## config.mk

```make
export PLATFORM = sky130hd
export DESIGN_NAME = dor_route_sel
export DESIGN_NICKNAME = d
export VERILOG_FILES = /design/src/rtl/mesh_route_pkg.sv /design/src/rtl/axis_offset.sv /design/src/rtl/port_decode.sv /design/src/rtl/dor_route_sel.sv
export SDC_FILE = /design/constraint.sdc
export NUM_CORES = 1
export LEC_CHECK = 0
export BUFFER_PORTS_ARGS = -buffer_cell sky130_fd_sc_hd__buf_2
export CAP_MARGIN = 20
export CORE_MARGIN = 4
export CORE_UTILIZATION = 39
export CTS_BUF_LIST = sky130_fd_sc_hd__clkbuf_16
export DETAILED_ROUTE_END_ITERATION = 8
export PLACE_DENSITY = 0.76
export SKIP_LAST_GASP = 1
export SYNTH_ARGS = -nofsm -noshare
export SYNTH_HDL_FRONTEND = slang
export SYNTH_SLANG_ARGS = --single-unit
```

## constraint.sdc

```tcl
create_clock -name clk -period 0.8 [get_ports clk]
set_clock_uncertainty 0.05 [all_clocks]
set_input_delay 0.08 -clock clk [delete_from_list [all_inputs] [get_ports clk]]
set_output_delay 0.08 -clock clk [all_outputs]
set_load 0.005 [all_outputs]
```

## src/rtl/mesh_route_pkg.sv

```systemverilog
package mesh_route_pkg;

    localparam int NUM_DIMS  = 2;
    localparam int NUM_PORTS = 5;

    localparam int DIM_X = 0;
    localparam int DIM_Y = 1;

    // bit positions of the one-hot port vector
    localparam int PORT_WEST  = 0;
    localparam int PORT_EAST  = 1;
    localparam int PORT_SOUTH = 2;
    localparam int PORT_NORTH = 3;
    localparam int PORT_LOCAL = 4;

    typedef struct packed {
        logic                 vld;
        logic [NUM_PORTS-1:0] sel;
    } route_state_t;

endpackage

```

## src/rtl/axis_offset.sv

```systemverilog
module axis_offset #(
    parameter int COORD_W = 4
) (
    input  logic [COORD_W-1:0] here,
    input  logic [COORD_W-1:0] there,
    output logic               go_neg,
    output logic               go_pos
);
    localparam int DELTA_W = COORD_W + 1;

    logic signed [DELTA_W-1:0] delta;

    always_comb begin
        delta  = $signed({1'b0, there}) - $signed({1'b0, here});
        go_neg = delta[DELTA_W-1];
        go_pos = !delta[DELTA_W-1] && (delta != '0);
    end

    // the two directions of one axis never both apply
    always_comb begin
        a_r10_axis_exclusive: assert (!(go_neg && go_pos));
    end

endmodule

```

## src/rtl/port_decode.sv

```systemverilog
module port_decode
    import mesh_route_pkg::*;
(
    input  logic [NUM_DIMS-1:0]  dim_neg,
    input  logic [NUM_DIMS-1:0]  dim_pos,
    output logic [NUM_PORTS-1:0] sel
);
    always_comb begin
        sel = '0;
        if (dim_neg[DIM_X])      sel[PORT_WEST]  = 1'b1;
        else if (dim_pos[DIM_X]) sel[PORT_EAST]  = 1'b1;
        else if (dim_neg[DIM_Y]) sel[PORT_SOUTH] = 1'b1;
        else if (dim_pos[DIM_Y]) sel[PORT_NORTH] = 1'b1;
        else                     sel[PORT_LOCAL] = 1'b1;
    end

    // while x is unresolved, no y port or local port may be chosen
    always_comb begin
        a_r2_x_before_y: assert (!(|(dim_neg[DIM_X] | dim_pos[DIM_X]))
                                 || (sel[PORT_SOUTH] == 1'b0 && sel[PORT_NORTH] == 1'b0
                                     && sel[PORT_LOCAL] == 1'b0));
    end

endmodule

```

## src/rtl/dor_route_sel.sv

```systemverilog
module dor_route_sel
    import mesh_route_pkg::*;
#(
    parameter int COORD_W = 4
) (
    input  logic                 clk,
    input  logic                 rst_n,
    input  logic                 hdr_valid,
    input  logic [COORD_W-1:0]   cur_x,
    input  logic [COORD_W-1:0]   cur_y,
    input  logic [COORD_W-1:0]   dst_x,
    input  logic [COORD_W-1:0]   dst_y,
    output logic                 port_valid,
    output logic [NUM_PORTS-1:0] port_sel
);
    logic [NUM_DIMS-1:0][COORD_W-1:0] here_c;
    logic [NUM_DIMS-1:0][COORD_W-1:0] there_c;
    logic [NUM_DIMS-1:0]              dim_neg;
    logic [NUM_DIMS-1:0]              dim_pos;
    logic [NUM_PORTS-1:0]             dec_sel;

    route_state_t route_d, route_q;

    always_comb begin
        here_c[DIM_X]  = cur_x;
        here_c[DIM_Y]  = cur_y;
        there_c[DIM_X] = dst_x;
        there_c[DIM_Y] = dst_y;
    end

    for (genvar g = 0; g < NUM_DIMS; g++) begin : g_axis
        axis_offset #(.COORD_W(COORD_W)) axis_i (
            .here   (here_c[g]),
            .there  (there_c[g]),
            .go_neg (dim_neg[g]),
            .go_pos (dim_pos[g])
        );
    end

    port_decode decode_i (
        .dim_neg (dim_neg),
        .dim_pos (dim_pos),
        .sel     (dec_sel)
    );

    always_comb begin
        route_d.vld = hdr_valid;
        route_d.sel = hdr_valid ? dec_sel : '0;
    end

    always_ff @(posedge clk or negedge rst_n) begin
        if (!rst_n) route_q <= '0;
        else        route_q <= route_d;
    end

    assign port_valid = route_q.vld;
    assign port_sel   = route_q.sel;

    a_r6_one_hot: assert property (@(posedge clk) disable iff (!rst_n)
        port_valid |-> $countones(port_sel) == 1);

    a_r7_latency: assert property (@(posedge clk) disable iff (!rst_n)
        hdr_valid |=> port_valid);

    a_r8_idle_quiet: assert property (@(posedge clk) disable iff (!rst_n)
        !hdr_valid |=> (!port_valid && port_sel == '0));

    a_r5_local: assert property (@(posedge clk) disable iff (!rst_n)
        (hdr_valid && cur_x == dst_x && cur_y == dst_y) |=> port_sel[PORT_LOCAL]);

    a_r1_west: assert property (@(posedge clk) disable iff (!rst_n)
        (hdr_valid && dst_x < cur_x) |=> port_sel[PORT_WEST]);

    a_r2_east: assert property (@(posedge clk) disable iff (!rst_n)
        (hdr_valid && dst_x > cur_x) |=> port_sel[PORT_EAST]);

    a_r9_reset_quiet: assert property (@(posedge clk)
        !rst_n |-> (!port_valid && port_sel == '0));

endmodule

```

==> summary.md <==
The final reports fail on setup timing. For the hold violation total from the final report, the log shows 0. In this run the tightest slew margin relative to its limit is 74.8%. The cell area power density is 1730 nW/um^2. The gate count of the mapped netlist is 55, and the fraction of layout instances using a drive strength above 1 is 51.1%.

The element type at the critical path end is a flip-flop. Power comes to 1.53 mW. sky130_fd_sc_hd__dfrtp_1 takes more of the synthesized area than any other cell. In this run, synthesis produced a sequential element count of 6. The flow ran to the end, but the final reports show violations.

The clock passes through at most 2 buffers. Once the floorplan was initialized, standard cells occupied 41.3% of the core. Global placement routability congestion: 0.661. STA classifies the critical path startpoint as an input port. The dominant register cell in the synthesized netlist was sky130_fd_sc_hd__dfrtp_1. The floorplan step defined a die boundary enclosing 2010 um^2. Dividing the detail-routed via count by the number of cells gives 5.02.

The overall routing resource usage came out at 14.7%. In this run, the number of DRC markers left after iteration 0 of detailed routing was 9. On the final layout, the worst hold slack is 0.0608 ns. The repair_antennas step left the layout with diodes totalling 0.

The highest routing layer actually used was met4. In the detailed route, the total length drawn on met2 is 652 um. The final layout contains 119 nets. Summed over all cells, the static leakage comes to 0.467 nW. At the worst endpoint, the arrival time is 1.65 ns. The final period utilization is 199%, and the vertical die dimension is 44.9 um. Max-cap violations in this run came to 0. At the worst endpoint, the required time is 0.86 ns. The detailed router put a total of 502 um of wire on met1. Across the VDD grid, the largest voltage drop is 877 uV.

The largest net degree at the start of global routing was 7; the total half-perimeter wirelength after legalization and detailed placement was 950 um. The tools report the smallest setup slack after layout as -0.793 ns. By area the synthesized netlist is led by sky130_fd_sc_hd__dfrtp_1 (28%), sky130_fd_sc_hd__ha_1 (19%), sky130_fd_sc_hd__inv_1 (7.8%).

In this run, distinct cell masters in the synthesized netlist total 23. After synthesis, the most frequently instantiated cells are sky130_fd_sc_hd__inv_1 (11), sky130_fd_sc_hd__ha_1 (8), sky130_fd_sc_hd__dfrtp_1 (6). The die outline width was 44.9 um. Clock-pin slew was measured on the worst setup and hold paths at 0.03 ns.

Number of clock sinks: 6. TritonCTS built the clock tree. The number of cell rows is 13, and the first-pass GRT wire length is 2.19 mm. Before antenna repair, the detailed router went through 4 iterations. The wire length per cell after detailed routing works out to 12.4 um. The detailed-route wire length was 1.28 mm.

The residual overflow from global routing is 0. The clock root buffer master is sky130_fd_sc_hd__clkbuf_16. The count of nets left with antenna violations once routing finished came out at 0. The tools report the synthesized netlist net count as 84. The post-route core utilization was 68.9%. The count of final setup violators is 11.

At the pin with the least slew margin, the transition time is 0.368 ns. The most frequent cell after synthesis was sky130_fd_sc_hd__inv_1. The via count of the first global-routing pass is 597. The count of yosys warnings during synthesis was 0.

The sequential fraction of the synthesis area is 28.3%, and the minimum setup slack after placement is -0.987 ns. Setup repair after global routing could not meet its margin everywhere. The count of buffers inserted at the top-level ports was 24; the max-slew violation total from the final report was 0.

The tools report the met3 layer wire length in the routed design as 111 um. During I/O placement, the number of pins put on the boundary was 25. The maximum fanout count along the critical path was 4; the clock period minus final worst setup slack was 1.59 ns.

The worst hold path belongs to the class in -> reg. For the summed instance area of the synthesized netlist, the log shows 531 um^2. The worst setup path is of the in -> reg kind. The filler cell count was 106. The share of Yosys cell area claimed by the top area cell type was 28.3%; the highest achievable clock rate was 0.628 GHz.

After synthesis, the mean cell area works out to 9.65 um^2. The total via count after detailed routing was 517. The post-detailed-route DRC marker count is 0.

The area overhead of the layout relative to synthesis was 67.0%; the H-tree depth reported by CTS was 1. After synthesis, the share of flip-flops with an asynchronous set or reset is 100%. The number of clock buffers inserted by TritonCTS is 3.

The initial antenna violation count was 0; the count of flip-flops with a built-in enable after synthesis was 0. Core footprint: 1280 um^2.
-- power breakdown --
group	internal (mW)	total, mW	switching [mW]
clock network	0.641	0.802	0.162
logic	0.216	0.408	0.192
registers	0.318	0.321	0.00312
total	1.18	1.53	0.357
-- layout make-up --
class / instances / area, um^2 / area share [%]
inverters: 11 / 66.3 / 7.49
clock buffers: 3 / 75.1 / 8.47
flip-flops and latches: 6 / 150 / 16.9
well taps: 15 / 18.8 / 2.12
repair buffers: 30 / 186 / 21.0
multi-input cells: 38 / 389 / 43.9
-- metrics by stage --
stage	setup TNS, ns	instances	area, um^2
floorplan	-3.02	55	586
global placement	-4.24	97	747
CTS	-3.47	103	880
finish	-3.53	103	886
global route	-3.83	103	886
detailed placement	-4.47	97	747
-- kinds of logic (layout without fill, tap and decap cells) --
kind of cell	after synthesis	in the layout	synth area share, %
AOI/OAI and AO/OA	8	8	9.90
xor gates and xnor gates	3	3	4.95
adders and majority gates	10	10	26.4
buffers and inverters	11	44	7.78
DFF	6	6	28.3
muxes	1	1	1.89
and+or+nand+nor	16	16	20.8
-- critical path, cell delays in order --
cell and delay [ns]:
sky130_fd_sc_hd__buf_8 0.11, sky130_fd_sc_hd__inv_12 0.04, sky130_fd_sc_hd__ha_4 0.12, sky130_fd_sc_hd__inv_2 0.03
sky130_fd_sc_hd__fa_2 0.35, sky130_fd_sc_hd__xor2_2 0.17, sky130_fd_sc_hd__nor4bb_1 0.28, sky130_fd_sc_hd__mux2i_1 0.20
sky130_fd_sc_hd__nor4_1 0.26
-- cells in the final DEF, fill, tap and decap left out, types with 2 or more instances in the layout --
cell type	instances
sky130_fd_sc_hd__nand3b_1	3
sky130_fd_sc_hd__inv_1	7
sky130_fd_sc_hd__ha_4	2
sky130_fd_sc_hd__inv_12	2
sky130_fd_sc_hd__buf_4	4
sky130_fd_sc_hd__fa_2	2
sky130_fd_sc_hd__nand2_1	3
sky130_fd_sc_hd__dlygate4sd3_1	2
sky130_fd_sc_hd__inv_2	2
sky130_fd_sc_hd__dfrtp_1	6
sky130_fd_sc_hd__ha_1	6
sky130_fd_sc_hd__a21oi_1	3
sky130_fd_sc_hd__buf_2	22
sky130_fd_sc_hd__clkbuf_16	3
sky130_fd_sc_hd__a21o_1	2
-- routing by layer --
layer	vias up	GRT usage [%]
met1	243	14.4
met3	2	3.98
met5	-	0
li1	253	-
met2	19	28.9
met4	0	5.26
-- what timing repair did --
item,CTS,global route
resized for setup,8,1
hold buffers,2,0
pin swaps,10,2
endpoints found under the setup margin,11,11
endpoints found under the hold margin,7,0
setup buffers,1,0
-- path summary, 6_finish.rpt --
path,from,endpoint,slack [ns],depth (start not counted)
max in group asynchronous,rst_n,port_sel[3],0.40,2
worst min-delay path,hdr_valid,port_sel[0],0.06,3
worst max-delay path,dst_x[0],port_sel[4],-0.79,9
min in group asynchronous,rst_n,port_sel[4],0.16,2
-- sequential cells by signal (all words and copies together), names as in the netlist --
| name | flops |
|---|---|
| port_sel | 5 |
| port_valid | 1 |
Note: power is estimated with default switching activity, not from simulation.
